==> src/rtl/tbuf_pkg.sv <==
package tbuf_pkg;

   typedef logic [1:0] ctr_t;

   localparam ctr_t CTR_STRONG_NT = 2'd0;
   localparam ctr_t CTR_WEAK_NT   = 2'd1;
   localparam ctr_t CTR_WEAK_T    = 2'd2;
   localparam ctr_t CTR_STRONG_T  = 2'd3;

   // saturating step of the direction counter
   function automatic ctr_t ctr_step(input ctr_t cur, input logic taken);
      ctr_t nxt;
      if (taken)
         nxt = (cur == CTR_STRONG_T) ? cur : cur + 2'd1;
      else
         nxt = (cur == CTR_STRONG_NT) ? cur : cur - 2'd1;
      return nxt;
   endfunction

   function automatic logic ctr_predicts_taken(input ctr_t cur);
      return cur[1];
   endfunction

endpackage

==> src/rtl/tbuf_slot.sv <==
module tbuf_slot
   import tbuf_pkg::*;
#(
   parameter int unsigned TAG_W = 26,
   parameter int unsigned PC_W  = 32
) (
   input  logic             clk,
   input  logic             rst_n,
   input  logic             wr_en,
   input  logic [TAG_W-1:0] wr_tag,
   input  logic [PC_W-1:0]  wr_tgt,
   input  ctr_t             wr_ctr,
   output logic             rd_valid,
   output logic [TAG_W-1:0] rd_tag,
   output logic [PC_W-1:0]  rd_tgt,
   output ctr_t             rd_ctr
);

   always_ff @(posedge clk or negedge rst_n) begin
      if (!rst_n) begin
         rd_valid <= 1'b0;
         rd_tag   <= '0;
         rd_tgt   <= '0;
         rd_ctr   <= CTR_STRONG_NT;
      end else if (wr_en) begin
         rd_valid <= 1'b1;
         rd_tag   <= wr_tag;
         rd_tgt   <= wr_tgt;
         rd_ctr   <= wr_ctr;
      end
   end

endmodule

==> src/rtl/tbuf_match.sv <==
module tbuf_match
   import tbuf_pkg::*;
#(
   parameter int unsigned TAG_W = 26
) (
   input  logic             ent_valid,
   input  logic [TAG_W-1:0] ent_tag,
   input  ctr_t             ent_ctr,
   input  logic [TAG_W-1:0] look_tag,
   output logic             hit,
   output logic             taken
);

   always_comb begin
      hit   = ent_valid && (ent_tag == look_tag);
      taken = hit && ctr_predicts_taken(ent_ctr);
   end

endmodule

==> src/rtl/tbuf_update.sv <==
module tbuf_update
   import tbuf_pkg::*;
#(
   parameter int unsigned TAG_W = 26,
   parameter int unsigned PC_W  = 32
) (
   input  logic             upd_valid,
   input  logic             upd_taken,
   input  logic [TAG_W-1:0] upd_tag,
   input  logic [PC_W-1:0]  upd_target,
   input  logic             ent_hit,
   input  logic [PC_W-1:0]  ent_tgt,
   input  ctr_t             ent_ctr,
   output logic             wr_en,
   output logic [TAG_W-1:0] wr_tag,
   output logic [PC_W-1:0]  wr_tgt,
   output ctr_t             wr_ctr
);

   always_comb begin
      wr_en  = 1'b0;
      wr_tag = upd_tag;
      wr_tgt = ent_tgt;
      wr_ctr = ent_ctr;
      if (upd_valid) begin
         if (ent_hit) begin
            // train the resident entry, fix its destination if it moved
            wr_en  = 1'b1;
            wr_ctr = ctr_step(ent_ctr, upd_taken);
            if (upd_taken && (ent_tgt != upd_target))
               wr_tgt = upd_target;
         end else if (upd_taken) begin
            // allocate, evicting whatever held this index
            wr_en  = 1'b1;
            wr_tgt = upd_target;
            wr_ctr = CTR_WEAK_T;
         end
      end
   end

endmodule

==> src/rtl/tgt_buffer.sv <==
module tgt_buffer
   import tbuf_pkg::*;
#(
   parameter int unsigned PC_W  = 32,
   parameter int unsigned IDX_W = 4,
   parameter int unsigned OFS_W = 2
) (
   input  logic            clk,
   input  logic            rst_n,
   input  logic [PC_W-1:0] fetch_pc,
   output logic [PC_W-1:0] pred_next_pc,
   output logic            pred_hit,
   output logic            pred_taken,
   input  logic            upd_valid,
   input  logic [PC_W-1:0] upd_pc,
   input  logic            upd_taken,
   input  logic [PC_W-1:0] upd_target
);

   localparam int unsigned DEPTH      = 1 << IDX_W;
   localparam int unsigned TAG_W      = PC_W - IDX_W - OFS_W;
   localparam int unsigned STEP_BYTES = 1 << OFS_W;

   generate
      if (IDX_W < 1 || IDX_W > 12) begin : g_bad_idx
         $error("tgt_buffer: IDX_W must lie in 1..12");
      end
      if (PC_W <= IDX_W + OFS_W) begin : g_bad_pc
         $error("tgt_buffer: PC_W leaves no tag bits");
      end
   endgenerate

   // address split
   logic [IDX_W-1:0] f_idx, u_idx;
   logic [TAG_W-1:0] f_tag, u_tag;

   assign f_idx = fetch_pc[OFS_W +: IDX_W];
   assign f_tag = fetch_pc[PC_W-1 -: TAG_W];
   assign u_idx = upd_pc[OFS_W +: IDX_W];
   assign u_tag = upd_pc[PC_W-1 -: TAG_W];

   // slot array
   logic [DEPTH-1:0] s_valid;
   logic [TAG_W-1:0] s_tag [DEPTH];
   logic [PC_W-1:0]  s_tgt [DEPTH];
   ctr_t             s_ctr [DEPTH];

   logic             w_en;
   logic [TAG_W-1:0] w_tag;
   logic [PC_W-1:0]  w_tgt;
   ctr_t             w_ctr;

   generate
      for (genvar i = 0; i < DEPTH; i++) begin : g_slot
         tbuf_slot #(.TAG_W(TAG_W), .PC_W(PC_W)) u_slot (
            .clk      (clk),
            .rst_n    (rst_n),
            .wr_en    (w_en && (u_idx == IDX_W'(i))),
            .wr_tag   (w_tag),
            .wr_tgt   (w_tgt),
            .wr_ctr   (w_ctr),
            .rd_valid (s_valid[i]),
            .rd_tag   (s_tag[i]),
            .rd_tgt   (s_tgt[i]),
            .rd_ctr   (s_ctr[i])
         );
      end
   endgenerate

   // fetch side
   logic f_hit, f_taken;

   tbuf_match #(.TAG_W(TAG_W)) u_fmatch (
      .ent_valid (s_valid[f_idx]),
      .ent_tag   (s_tag[f_idx]),
      .ent_ctr   (s_ctr[f_idx]),
      .look_tag  (f_tag),
      .hit       (f_hit),
      .taken     (f_taken)
   );

   always_comb begin
      pred_hit     = f_hit;
      pred_taken   = f_taken;
      pred_next_pc = f_taken ? s_tgt[f_idx] : fetch_pc + PC_W'(STEP_BYTES);
   end

   // update side
   logic u_hit, u_taken_unused;

   tbuf_match #(.TAG_W(TAG_W)) u_umatch (
      .ent_valid (s_valid[u_idx]),
      .ent_tag   (s_tag[u_idx]),
      .ent_ctr   (s_ctr[u_idx]),
      .look_tag  (u_tag),
      .hit       (u_hit),
      .taken     (u_taken_unused)
   );

   tbuf_update #(.TAG_W(TAG_W), .PC_W(PC_W)) u_upd (
      .upd_valid  (upd_valid),
      .upd_taken  (upd_taken),
      .upd_tag    (u_tag),
      .upd_target (upd_target),
      .ent_hit    (u_hit),
      .ent_tgt    (s_tgt[u_idx]),
      .ent_ctr    (s_ctr[u_idx]),
      .wr_en      (w_en),
      .wr_tag     (w_tag),
      .wr_tgt     (w_tgt),
      .wr_ctr     (w_ctr)
   );

endmodule

==> config.mk <==
export PLATFORM = sky130hd
export DESIGN_NAME = tgt_buffer
export DESIGN_NICKNAME = d
export VERILOG_FILES = /design/src/rtl/tbuf_pkg.sv /design/src/rtl/tbuf_slot.sv /design/src/rtl/tbuf_match.sv /design/src/rtl/tbuf_update.sv /design/src/rtl/tgt_buffer.sv
export SDC_FILE = /design/constraint.sdc
export NUM_CORES = 2
export LEC_CHECK = 0
export BUFFER_PORTS_ARGS = -buffer_cell sky130_fd_sc_hd__buf_2
export CORE_MARGIN = 8
export CORE_UTILIZATION = 55
export CTS_BUF_LIST = sky130_fd_sc_hd__clkbuf_4
export CTS_CLUSTER_SIZE = 28
export DETAILED_ROUTE_END_ITERATION = 8
export HOLD_SLACK_MARGIN = 0.05
export PLACE_DENSITY = 0.74
export SLEW_MARGIN = 5
export SYNTH_ARGS = -nofsm -noshare
export SYNTH_HDL_FRONTEND = slang
export SYNTH_HIERARCHICAL = 1
export SYNTH_SLANG_ARGS = --single-unit
==> constraint.sdc <==
create_clock -name clk -period 4.19 [get_ports clk]
set_input_delay 0.419 -clock clk [delete_from_list [all_inputs] [get_ports clk]]
set_output_delay 0.419 -clock clk [all_outputs]
set_load 0.05 [all_outputs]
==> reports/qor.txt <==
Synth Cell Area: 0.0581 mm²
vias per inst: 6.54
drt first pass iters: 6
row count: 119
hold path start: upd_taken
initial antenna violation count: 8
FF-to-FF Start: g_slot[15].u_slot/rd_tag[22]
most frequent cells in the layout: dfrtp_1 (976), mux2_4 (955), mux4_2 (544)
VDD IR max: 0.307 mV
Worst-Skew Late Latency: 1.23 ns
Util after Layout: 0.659
worst-case reg-to-reg path depth: 16
cell mode on critical path: nand4_1
Final #Nets: 4098
GRT Total Usage: 0.298
CP Launch Type: flip-flop
violations in the final reports: setup timing
status: finished with violations
Clock Skews: 0.108 ns
Fillers: 7036
final WL: 173 mm
Fmax: 182 MHz
post-route clock period utilization: 1.31
register area: 0.0244 mm²
final setup fails: 690
GR Overflow Total: 0
worst relative slew slack: 0.226
Worst path top cell family by delay: simple AND/OR/NAND/NOR gates
total CTS buffers: 286
post-synthesis cell count: 3302
Critical Path AT: 5.07 ns
Req. time, crit path: 3.77 ns
crit-path cells: buf_4, mux4_2, mux4_2, xnor2_2, nand4_1, nor4_4, and4_4, clkinv_4, nor2_4, buf_4, a21oi_1, nand4_1, nand4_1, buf_6
Post-route DRC: 0
number of global-route vias before repair: 39034
Max Cap Viol: 0
CP max-delay cell: mux4_2
CP peak stage delay: 0.50 ns
area grow syn2layout: 19.2%
Power Density: 397 mW/mm²
met3 wire len: 16.1 mm
Critical Path Sink Type: output port
crit path max fanout: 5
layout cell share with drive strength beyond 1: 0.656
htree depth: 5
Leakage: 30.5 nW
Placement Setup Slack: -0.756 ns
CTS tree: built
CP Buf/Inv Count: 4
die area: 0.116 mm²
Syn Nets: 3403
area occupied by multi-input gates: 0.0315 mm²
most common cell after layout, fill and taps aside: dfrtp_1
Final ANT Viol Nets: 0
met2 WL: 80.1 mm
die height: 341 µm
fin area: 0.0693 mm²
root buf cell: clkbuf_4
final number of hold-violating endpoints: 0
highest metal used: met5
Buffers on Ports: 131
hpwl dp: 112 mm
Syn Area/Cell: 17.6 µm²
Final GP Congestion: 0.879
first-pass GRT wire length: 262 mm
Slew Viols, Final: 0
drt wl/cell: 31.1 µm
Metal-1 WL: 70.5 mm
min Tclk post-route: 5.49 ns
Initial Utilization: 0.553
IO Pins: 134
largest net degree at the start of global routing: 112
setup ws final: -1.30 ns
RSZ-0062 raised after global routing: true
DR vias: 36356
placed standard-cell area: 0.0634 mm²
Synth warnings: 6
Clock Sinks: 976
register-to-register setup slack: -0.25 ns
Max Root-Sink Buffers: 4
drt first-iter violations: 3668
WS Path Type: flip-flop to output port
Hold Crit Class: primary input to flip-flop
clock slew at reported path FFs: 0.08 ns
core area: 0.105 mm²
Hold Path End: g_slot[15].u_slot/rd_ctr[1]
worst hold stages: 4
reg2reg end: g_slot[3].u_slot/rd_tag[21]
worst slew pin tran: 1.16 ns
width of the die: 341 µm
==> worst max path at each step <==
stage,startpoint,endpoint,cells after the start
final,g_slot[3].u_slot/rd_tag[15],pred_next_pc[5],14
after global routing,g_slot[15].u_slot/rd_tag[15],pred_next_pc[5],14
after CTS,g_slot[13].u_slot/rd_tag[7],pred_next_pc[5],13
after detailed placement,upd_pc[2],g_slot[0].u_slot/rd_tag[4],15
after global placement,fetch_pc[2],pred_next_pc[0],18
after floorplan,fetch_pc[2],pred_next_pc[22],14
==> sequential cells by signal, summed over array words and instances, names as in the netlist <==
register                flops
g_slot.u_slot/rd_tgt      512
g_slot.u_slot/rd_ctr       32
g_slot.u_slot/rd_tag      416
g_slot.u_slot/rd_valid     16
==> repair_timing <==
item | in CTS | in global routing
setup endpoints to repair | 599 | 831
pin swaps | 23 | 27
endpoints found under the hold margin | 1777 | 0
setup buffers | 30 | 20
resized for setup | 182 | 106
gates cloned | 15 | 1
hold buffers | 62 | 0
==> worst min-delay path, stage by stage <==
cell and delay (ns):
buf_2 0.14, a21oi_1 0.13, nor2_1 0.25, mux2_4 0.34
==> stage by stage <==
step | hold WS, ns | power [mW] | setup TNS [ns] | instances
3_3_place_gp | 0.460 | 18.5 | -419.17 | 4986
2_1_floorplan | 0.123 | 16.6 | -1.23 | 3302
5_1_grt | 0.135 | 28.6 | -105.34 | 5552
6_report | 0.143 | 27.5 | -89.03 | 5560
4_1_cts | 0.0638 | 27.5 | -43.58 | 5539
3_5_place_dp | 0.462 | 18.7 | -485.46 | 4986
==> power breakdown <==
part | total (mW) | internal (mW) | switching [mW]
clock network | 8.63 | 4.45 | 4.18
registers | 12.1 | 10.9 | 1.20
logic | 6.80 | 4.30 | 2.51
total | 27.5 | 19.6 | 7.89
==> layer usage <==
| layer | track usage | vias to the layer above |
|---|---|---|
| li1 | - | 14424 |
| met2 | 0.446 | 1900 |
| met1 | 0.416 | 19624 |
| met3 | 0.0824 | 404 |
| met5 | 0 | - |
| met4 | 0.113 | 4 |
==> final cells by class <==
cell class | count | share of cell area
repair buffers | 701 | 0.120
inverters | 8 | 0.000506
multi-input cells | 2024 | 0.455
flip-flops and latches | 976 | 0.353
diodes | 10 | 0.000361
well taps | 1391 | 0.0251
clock buffers | 398 | 0.0431
clock inverters | 52 | 0.00359
Power figures use the tool's default switching activity.
